==> config.mk <==
export PLATFORM = sky130hd
export DESIGN_NAME = sdc_cmd_issue
export DESIGN_NICKNAME = d
export VERILOG_FILES = /design/src/rtl/sdc_pkg.sv /design/src/rtl/sdc_srst_timer.sv /design/src/rtl/sdc_cmd_fsm.sv /design/src/rtl/sdc_rsp_store.sv /design/src/rtl/sdc_cmd_issue.sv
export SDC_FILE = /design/constraint.sdc
export NUM_CORES = 1
export LEC_CHECK = 0
export CAP_MARGIN = 30
export CORE_MARGIN = 1
export CORE_UTILIZATION = 47
export DETAILED_ROUTE_END_ITERATION = 6
export GPL_TIMING_DRIVEN = 1
export PLACE_DENSITY = 0.87
export SYNTH_ARGS = -nofsm -noshare
export SYNTH_HDL_FRONTEND = slang
export SYNTH_SLANG_ARGS = --single-unit
==> constraint.sdc <==
create_clock -name clk -period 2.7 [get_ports clk]
set_input_delay 0.675 -clock clk [delete_from_list [all_inputs] [get_ports clk]]
set_output_delay 0.675 -clock clk [all_outputs]
set_load 0.02 [all_outputs]
==> src/rtl/sdc_pkg.sv <==
package sdc_pkg;

    localparam int OFS_CMD    = 0;
    localparam int OFS_ARG    = 4;
    localparam int OFS_RSP0   = 8;
    localparam int OFS_RSPCMD = 24;
    localparam int OFS_STAT   = 28;

    localparam int STAT_W       = 7;
    localparam int ST_CRC_BAD   = 0;
    localparam int ST_TMO       = 2;
    localparam int ST_CRC_OK    = 4;
    localparam int ST_SENT      = 6;
    localparam int IDX_W        = 6;
    localparam int RSPCMD_W     = IDX_W + 1;

    // bit order follows the command word layout, MSB first
    typedef struct packed {
        logic             srst;
        logic             en;
        logic             app;
        logic             lng;
        logic             need;
        logic [IDX_W-1:0] idx;
    } cmd_word_t;

    localparam int CMD_W = $bits(cmd_word_t);

    typedef enum logic [1:0] {
        ST_IDLE = 2'd0,
        ST_SEND = 2'd1,
        ST_WAIT = 2'd2
    } cmd_state_e;

    typedef struct packed {
        logic sent;
        logic crc_ok;
        logic tmo;
        logic crc_bad;
    } outcome_t;

    function automatic logic [STAT_W-1:0] pack_status(outcome_t o);
        logic [STAT_W-1:0] s;
        s = '0;
        s[ST_SENT]    = o.sent;
        s[ST_CRC_OK]  = o.crc_ok;
        s[ST_TMO]     = o.tmo;
        s[ST_CRC_BAD] = o.crc_bad;
        return s;
    endfunction

endpackage

==> src/rtl/sdc_srst_timer.sv <==
module sdc_srst_timer #(
    parameter int RST_CYCLES = 8
) (
    input  logic clk,
    input  logic rst,
    input  logic start,
    output logic active
);
    localparam int CW = $clog2(RST_CYCLES + 1);
    localparam logic [CW-1:0] LOAD = CW'(RST_CYCLES);

    logic [CW-1:0] cnt;

    always_ff @(posedge clk) begin
        if (rst)
            cnt <= '0;
        else if (start)
            cnt <= LOAD;
        else if (cnt != '0)
            cnt <= cnt - 1'b1;
    end

    assign active = (cnt != '0);
endmodule

==> src/rtl/sdc_cmd_fsm.sv <==
module sdc_cmd_fsm
    import sdc_pkg::*;
#(
    parameter int DATA_W = 32
) (
    input  logic              clk,
    input  logic              rst,
    input  logic              clr,
    input  logic              issue,
    input  cmd_word_t         cmd_in,
    input  logic [DATA_W-1:0] arg_in,
    input  logic              tx_ready,
    input  logic              rsp_valid,
    input  logic              rsp_timeout,
    input  logic              rsp_crc_ok,
    output cmd_word_t         cur_cmd,
    output logic [DATA_W-1:0] cur_arg,
    output logic              tx_valid,
    output logic              busy,
    output logic              waiting,
    output logic              store,
    output outcome_t          outcome
);
    cmd_state_e state;

    always_ff @(posedge clk) begin
        if (rst || clr) begin
            state   <= ST_IDLE;
            cur_cmd <= '0;
            cur_arg <= '0;
            outcome <= '0;
        end else begin
            unique case (state)
                ST_IDLE: if (issue) begin
                    cur_cmd <= cmd_in;
                    cur_arg <= arg_in;
                    outcome <= '0;
                    state   <= ST_SEND;
                end
                ST_SEND: if (tx_ready) begin
                    if (cur_cmd.need) begin
                        state <= ST_WAIT;
                    end else begin
                        state        <= ST_IDLE;
                        outcome.sent <= 1'b1;
                    end
                end
                ST_WAIT: if (rsp_valid) begin
                    state <= ST_IDLE;
                    if (rsp_timeout)
                        outcome.tmo <= 1'b1;
                    else if (rsp_crc_ok)
                        outcome.crc_ok <= 1'b1;
                    else
                        outcome.crc_bad <= 1'b1;
                end
                default: state <= ST_IDLE;
            endcase
        end
    end

    assign tx_valid = (state == ST_SEND);
    assign waiting  = (state == ST_WAIT);
    assign busy     = (state != ST_IDLE);
    assign store    = waiting && rsp_valid && !rsp_timeout && rsp_crc_ok;
endmodule

==> src/rtl/sdc_rsp_store.sv <==
module sdc_rsp_store
    import sdc_pkg::*;
#(
    parameter int DATA_W    = 32,
    parameter int RSP_WORDS = 4
) (
    input  logic                          clk,
    input  logic                          rst,
    input  logic                          clr,
    input  logic                          store,
    input  logic                          lng,
    input  logic [RSP_WORDS*DATA_W-1:0]   data,
    input  logic [IDX_W-1:0]              idx,
    input  logic                          app,
    output logic [RSP_WORDS*DATA_W-1:0]   words,
    output logic [RSPCMD_W-1:0]           rspcmd
);
    for (genvar i = 0; i < RSP_WORDS; i++) begin : g_word
        // word 0 takes every good response, the upper words only long ones
        logic take;
        assign take = store && ((i == 0) || lng);
        always_ff @(posedge clk) begin
            if (rst || clr)
                words[i*DATA_W +: DATA_W] <= '0;
            else if (take)
                words[i*DATA_W +: DATA_W] <= data[i*DATA_W +: DATA_W];
        end
    end

    always_ff @(posedge clk) begin
        if (rst || clr)
            rspcmd <= '0;
        else if (store)
            rspcmd <= {app, idx};
    end
endmodule

==> src/rtl/sdc_cmd_issue.sv <==
module sdc_cmd_issue
    import sdc_pkg::*;
#(
    parameter int DATA_W     = 32,
    parameter int RSP_WORDS  = 4,
    parameter int ADDR_W     = 5,
    parameter int RST_CYCLES = 8
) (
    input  logic                        clk,
    input  logic                        rst,
    input  logic                        reg_we,
    input  logic [ADDR_W-1:0]           reg_addr,
    input  logic [DATA_W-1:0]           reg_wdata,
    output logic [DATA_W-1:0]           reg_rdata,
    output logic                        tx_valid,
    input  logic                        tx_ready,
    output logic [IDX_W-1:0]            tx_index,
    output logic                        tx_need_rsp,
    output logic                        tx_long,
    output logic                        tx_app,
    output logic [DATA_W-1:0]           tx_arg,
    input  logic                        rsp_valid,
    input  logic                        rsp_timeout,
    input  logic                        rsp_crc_ok,
    input  logic [IDX_W-1:0]            rsp_index,
    input  logic                        rsp_app,
    input  logic [RSP_WORDS*DATA_W-1:0] rsp_data,
    output logic [STAT_W-1:0]           status_o,
    output logic                        busy
);
    localparam int WORD_BYTES = DATA_W / 8;

    cmd_word_t         wr_cmd;
    cmd_word_t         cur_cmd;
    logic [DATA_W-1:0] arg_q;
    logic [DATA_W-1:0] cur_arg;
    logic              srst_active;
    logic              srst_start;
    logic              clr;
    logic              cmd_wr;
    logic              arg_wr;
    logic              issue;
    logic              waiting;
    logic              store;
    outcome_t          outcome;
    logic [RSP_WORDS*DATA_W-1:0] rsp_words;
    logic [RSPCMD_W-1:0]         rspcmd;

    assign wr_cmd     = cmd_word_t'(reg_wdata[CMD_W-1:0]);
    assign cmd_wr     = reg_we && (int'(reg_addr) == OFS_CMD) && !srst_active;
    assign arg_wr     = reg_we && (int'(reg_addr) == OFS_ARG) && !srst_active;
    assign srst_start = cmd_wr && wr_cmd.srst;
    assign issue      = cmd_wr && !wr_cmd.srst && wr_cmd.en && !busy;
    assign clr        = srst_start || srst_active;

    always_ff @(posedge clk) begin
        if (rst || clr)
            arg_q <= '0;
        else if (arg_wr)
            arg_q <= reg_wdata;
    end

    sdc_srst_timer #(.RST_CYCLES(RST_CYCLES)) u_srst (
        .clk    (clk),
        .rst    (rst),
        .start  (srst_start),
        .active (srst_active)
    );

    sdc_cmd_fsm #(.DATA_W(DATA_W)) u_fsm (
        .clk         (clk),
        .rst         (rst),
        .clr         (clr),
        .issue       (issue),
        .cmd_in      (wr_cmd),
        .arg_in      (arg_q),
        .tx_ready    (tx_ready),
        .rsp_valid   (rsp_valid),
        .rsp_timeout (rsp_timeout),
        .rsp_crc_ok  (rsp_crc_ok),
        .cur_cmd     (cur_cmd),
        .cur_arg     (cur_arg),
        .tx_valid    (tx_valid),
        .busy        (busy),
        .waiting     (waiting),
        .store       (store),
        .outcome     (outcome)
    );

    sdc_rsp_store #(.DATA_W(DATA_W), .RSP_WORDS(RSP_WORDS)) u_store (
        .clk    (clk),
        .rst    (rst),
        .clr    (clr),
        .store  (store),
        .lng    (cur_cmd.lng),
        .data   (rsp_data),
        .idx    (rsp_index),
        .app    (rsp_app),
        .words  (rsp_words),
        .rspcmd (rspcmd)
    );

    assign tx_index    = cur_cmd.idx;
    assign tx_need_rsp = cur_cmd.need;
    assign tx_long     = cur_cmd.lng;
    assign tx_app      = cur_cmd.app;
    assign tx_arg      = cur_arg;
    assign status_o    = pack_status(outcome);

    always_comb begin
        reg_rdata = '0;
        if (int'(reg_addr) == OFS_CMD) begin
            reg_rdata[CMD_W-1:0] = {srst_active, cur_cmd[CMD_W-2:0]};
        end else if (int'(reg_addr) == OFS_ARG) begin
            reg_rdata = arg_q;
        end else if (int'(reg_addr) == OFS_RSPCMD) begin
            reg_rdata[RSPCMD_W-1:0] = rspcmd;
        end else if (int'(reg_addr) == OFS_STAT) begin
            reg_rdata[STAT_W-1:0] = status_o;
        end else begin
            for (int i = 0; i < RSP_WORDS; i++)
                if (int'(reg_addr) == OFS_RSP0 + i * WORD_BYTES)
                    reg_rdata = rsp_words[i*DATA_W +: DATA_W];
        end
    end
endmodule

======== Word-level counts from Yosys, hierarchy flattened ========
Index checks and enable logic that the tools add are counted.
cells by class
  muxes and demuxes ....................... 29
  add/sub/neg operators ................... 1
  equality and inequality tests ........... 17
  reduce and logical (&&, ||, !) cells .... 32
operators by type and width
  cell                                                                 number
  32-bit 2-to-1 mux                                                    5
  25-bit 2-to-1 mux                                                    2
  21-bit 2-to-1 mux                                                    1
  5-bit == test (second input constant)                                4
  7-bit 2-to-1 mux                                                     2
  2-bit != test (second input constant)                                7
  1-bit logical AND                                                    12
  4-bit 2-to-1 mux                                                     3
  11-bit 2-to-1 mux                                                    1
  5-bit by 4-bit == test with 1-bit output (second input constant)     2
  5-bit AND reduction                                                  2
  2-bit 2-to-1 mux                                                     4
  4-bit AND reduction                                                  2
  2-bit nonzero test                                                   4
  1-bit 2-to-1 mux                                                     7
  2-bit case mux with 3 select lines                                   1
  3-bit case mux with 2 select lines                                   1
  5-bit by 3-bit == test with 1-bit output (second input constant)     1
  5-bit zero test                                                      1
  1-bit zero test                                                      4
  4-bit nonzero test                                                   1
  4-bit by 1-bit subtractor with 4-bit output (second input constant)  1
  3-bit 2-to-1 mux                                                     1
  3-bit AND reduction                                                  1
  8 further kinds                                                      9
word-level totals
  word-level logic and storage cells ...... 98
  flip-flop bits (word level) ............. 219
  output and inout bits ................... 82

======== Logic depth before layout (Yosys ltp) ========
  depth in word-level cells ............... 9
  depth in mapped cells ................... 8
  mapped depth without buffers ............ 6

======== Modules after synthesis ========
Synthesis repeated with hierarchy kept, for this count alone.
unflattened totals
  cells, all modules ...................... 1153
  area total of the unflattened synthesis .. 10281.1 um2
by module, submodules not included
  module          times used  area an instance (um2)  cells an instance
  sdc_rsp_store   1           5650.4                  564
  sdc_cmd_issue   1           2676.3                  350
  sdc_cmd_fsm     1           1750.4                  217
  sdc_srst_timer  1           203.9                   22

======== Worst setup path after synthesis ========
OpenSTA, ideal clock, no wires.
  path type ............................... input port to output port
  start ................................... input reg_addr[3]
  end ..................................... output reg_rdata[0]
  slack ................................... -12 ps
  stages .................................. 7
  data required time ...................... 2025 ps
  data arrival time ....................... 2037 ps
  path through ............................ buf_4 > buf_4 > buf_2 > nand2_1 > o21ai_0 > nand3_1 > a221oi_1
on the way
  longest elaborated chain between the ends .. 9
ends and longest elaborated chain
  what                             line                  source
  start: declaration               sdc_cmd_issue.sv:12   input logic [ADDR_W-1:0] reg_addr,
  5-bit == test                    sdc_cmd_issue.sv:122  if (int'(reg_addr) == OFS_RSP0 + i * WORD_BYTES)
  32-bit 2-to-1 mux (4 in series)  sdc_cmd_issue.sv:122
  7-bit 2-to-1 mux                 sdc_cmd_issue.sv:118  end else if (int'(reg_addr) == OFS_STAT) begin
  7-bit 2-to-1 mux                 sdc_cmd_issue.sv:116  end else if (int'(reg_addr) == OFS_RSPCMD) begin
  32-bit 2-to-1 mux                sdc_cmd_issue.sv:114  end else if (int'(reg_addr) == OFS_ARG) begin
  11-bit 2-to-1 mux *              sdc_cmd_issue.sv:112  if (int'(reg_addr) == OFS_CMD) begin
  end: declaration                 sdc_cmd_issue.sv:14   output logic [DATA_W-1:0] reg_rdata,
Mark *: on every way between the ends. The rest lies on a longest branch, timed or not.

======== Worst setup path after layout ========
  start ................................... input reg_addr[1]
  end ..................................... output reg_rdata[16]
on the way
  longest elaborated chain between the ends .. 9
ends and longest elaborated chain
  what                             line
  5-bit == test                    sdc_cmd_issue.sv:122
  32-bit 2-to-1 mux (4 in series)  sdc_cmd_issue.sv:122
  25-bit 2-to-1 mux                sdc_cmd_issue.sv:118
  25-bit 2-to-1 mux                sdc_cmd_issue.sv:116
  32-bit 2-to-1 mux                sdc_cmd_issue.sv:114
  21-bit 2-to-1 mux *              sdc_cmd_issue.sv:112
Marked as above.

==> flow_metrics.tcl <==
set metrics [dict create \
    rsz0062_at_grt "yes" \
    fin_skew_ps 11.0 \
    cts_made_buffers 23 \
    finalCriticalPeriod_ps 2860 \
    wl_per_cell_um 17.8 \
    pre_cts_ws_ps -1070 \
    power_density_mw_per_mm2 567 \
    cts_buffer_depth 3 \
    reg2reg_slack_ps 770 \
    synth_cells 1206 \
    grt_usage_pct 28.9 \
    htree_levels 1 \
    hold_class "register to register" \
    fin_cells 1751 \
    clk_pin_slew_ps 60 \
    port_buffers 257 \
    crit_type "input pin to primary output" \
    place_area_mm2 0.0123 \
    crit_end "reg_rdata[16]" \
    ys_types 47 \
    startpoint_type "input pin" \
    grt_max_degree 54 \
    ys_ff_latch 219 \
    fin_util_pct 70.5 \
    design_area_mm2 0.0137 \
    synth-seq-area-share_pct 46.9 \
    min_period_over_period_pct 106 \
    hold_viol 0 \
    die-area_mm2 0.0205 \
    reg2reg_to "u_fsm.cur_cmd[6]" \
    area_growth_pct 46.7 \
    antenna_found_initial 1 \
    max_slew_margin_pct 63.7 \
    final_net_count 1651 \
    overflow 0 \
    cp-end-kind "primary output" \
    r2r-start "u_srst.cnt[0]" \
    drive_above_1_share_pct 15.4 \
    hold_ws_ps 448 \
    vias 9714 \
    antenna_left 0 \
    clkSinkCount 219 \
    ctsHoldBuffers 0 \
    drv_cap 0 \
    row_count 51 \
    worst_ep_required_time_ps 2030 \
    worstPathArrival_ps 2180 \
    die_h_um 143 \
    grt_pass1_wl_mm 46.1 \
    dieWidth_um 143 \
    cp_max_fo 7 \
    nFillCells 1444 \
    power.total_mw 7.78 \
    grt_pass1_vias 8931 \
    cts_tree "built" \
    leakagePower_nw 4.61 \
    finalSetupTns_ps -2480 \
    dp_hpwl_mm 21.0 \
    insertion_delay_ps 500 \
    place_inst 1691 \
    startpoint "reg_addr[1]" \
    synth_area_per_cell_um2 7.75 \
    drv_slew 0 \
    peakVddDrop_v 0.000359 \
    ys.warnings.count 0 \
    drc 0 \
    ctsRootBufferMaster "clkbuf_16" \
    first_iter_violations 765 \
    wirelength_mm 31.2 \
    tightest_slew_ps 544 \
    ios 261 \
    violations "setup timing" \
    core_area_mm2 0.0195 \
    place_congestion 0.889 \
    setup_viol 22 \
    max_freq_mhz 350 \
    outcome "finished with violations" \
    synth_area_mm2 0.00935 \
    via_per_inst 5.55 \
    initial_core_util_pct 48.0 \
    fin_ws_ps -157 \
    worstRegToRegCells 7 \
    firstDrtPassIters 7 \
]
flip-flops by register name, summed over array words and instances, names as in the netlist:
signal and count:
u_store.words 128, arg_q 32, u_fsm.cur_arg 32, u_fsm.cur_cmd 10, u_store.rspcmd 7, u_fsm.outcome 4, u_srst.cnt 4, u_fsm.state 2
layout by cell type, fill, tap and decap left out, types with 21 or more instances in the layout:
| master | count |
|---|---|
| o21a_1 | 21 |
| dfxtp_1 | 219 |
| o21ai_0 | 22 |
| nand2_1 | 445 |
| clkbuf_16 | 26 |
| o21ai_1 | 24 |
| clkdlybuf4s50_1 | 220 |
| a221oi_2 | 24 |
| buf_4 | 67 |
| a21oi_1 | 214 |
worst max-delay path, stage by stage:
cell and delay [ps]:
buf_6 90, or3b_4 420, buf_6 140, nor2_4 210
buf_8 190, a221oi_2 70, o21ai_1 190, buf_4 180
cell families after synthesis:
family,share of synthesized area [%]
simple gates,22.2
compound gates,20.4
flops,46.9
buf+inv,7.32
mux,2.78
fa+ha+maj,0.268
other cells,0.0401
xor+xnor,0.0937
cell type report:
type / instances / area [µm²] / share of cell area [%]
sequential: 219 / 4380 / 32.0
antenna: 1 / 2.50 / 0.0182
clock inverter: 12 / 124 / 0.903
timing repair buffer: 341 / 3510 / 25.6
tap: 265 / 332 / 2.42
multi-input combinational: 877 / 4690 / 34.2
inverter: 8 / 30.0 / 0.219
clock buffer: 28 / 644 / 4.70
worst min path at each step:
stage	start	endpoint	cells after the start
after detailed placement	u_fsm.cur_arg[2]	u_fsm.cur_arg[2]	2
after floorplan	u_store.words[107]	u_store.words[107]	2
after global routing	u_fsm.cur_arg[14]	u_fsm.cur_arg[14]	2
after global placement	u_fsm.cur_arg[28]	u_fsm.cur_arg[28]	2
after CTS	u_fsm.cur_arg[2]	u_fsm.cur_arg[2]	2
final	u_fsm.cur_arg[2]	u_fsm.cur_arg[2]	2
where the power goes:
part,switching [mW],leakage [nW],internal [mW]
registers,0.0262,1.76,3.26
clock network,1.30,0.378,1.89
logic,0.702,2.47,0.602
timing repair:
action                                  CTS  global route
buffers inserted                          5             8
endpoints found under the setup margin   32            32
resized for setup                       204            55
cloned                                    3             3
pin swaps                                14            51
synthesized netlist by cell type, drive strengths merged:
cell type	count	share of area (%)
mux2i	26	2.8
and3	1	0.067
and2b	1	0.080
nor2	13	0.52
nor3	7	0.67
a21oi	214	11
clkbuf	23	0.92
nand4	3	0.20
inv	8	0.32
nand3	10	0.54
o21a	21	1.7
a221o	1	0.11
a222oi	3	0.32
nor3b	2	0.16
a221oi	28	2.6
or2	3	0.20
conb	1	0.040
nor2b	2	0.13
a41oi	1	0.094
o21ai	50	2.7
or3	2	0.13
o22ai	12	0.80
and4bb	2	0.31
nand2	447	18
buf	81	6.1
ha	2	0.27
nand2b	4	0.27
a22oi	1	0.080
and2	5	0.33
nand3b	1	0.080
dfxtp	219	47
xnor2	1	0.094
or3b	1	0.094
a31oi	1	0.067
and4	1	0.094
o211ai	4	0.32
a211oi	2	0.16
nor4b	2	0.32
per-layer routing:
metal  GRT usage (%)  share of wire, %
met2            47.4                47
met4            10.9               2.9
met5               0                 0
met3            3.99               8.7
met1            38.6                41
(Power assumes the default switching activity.)
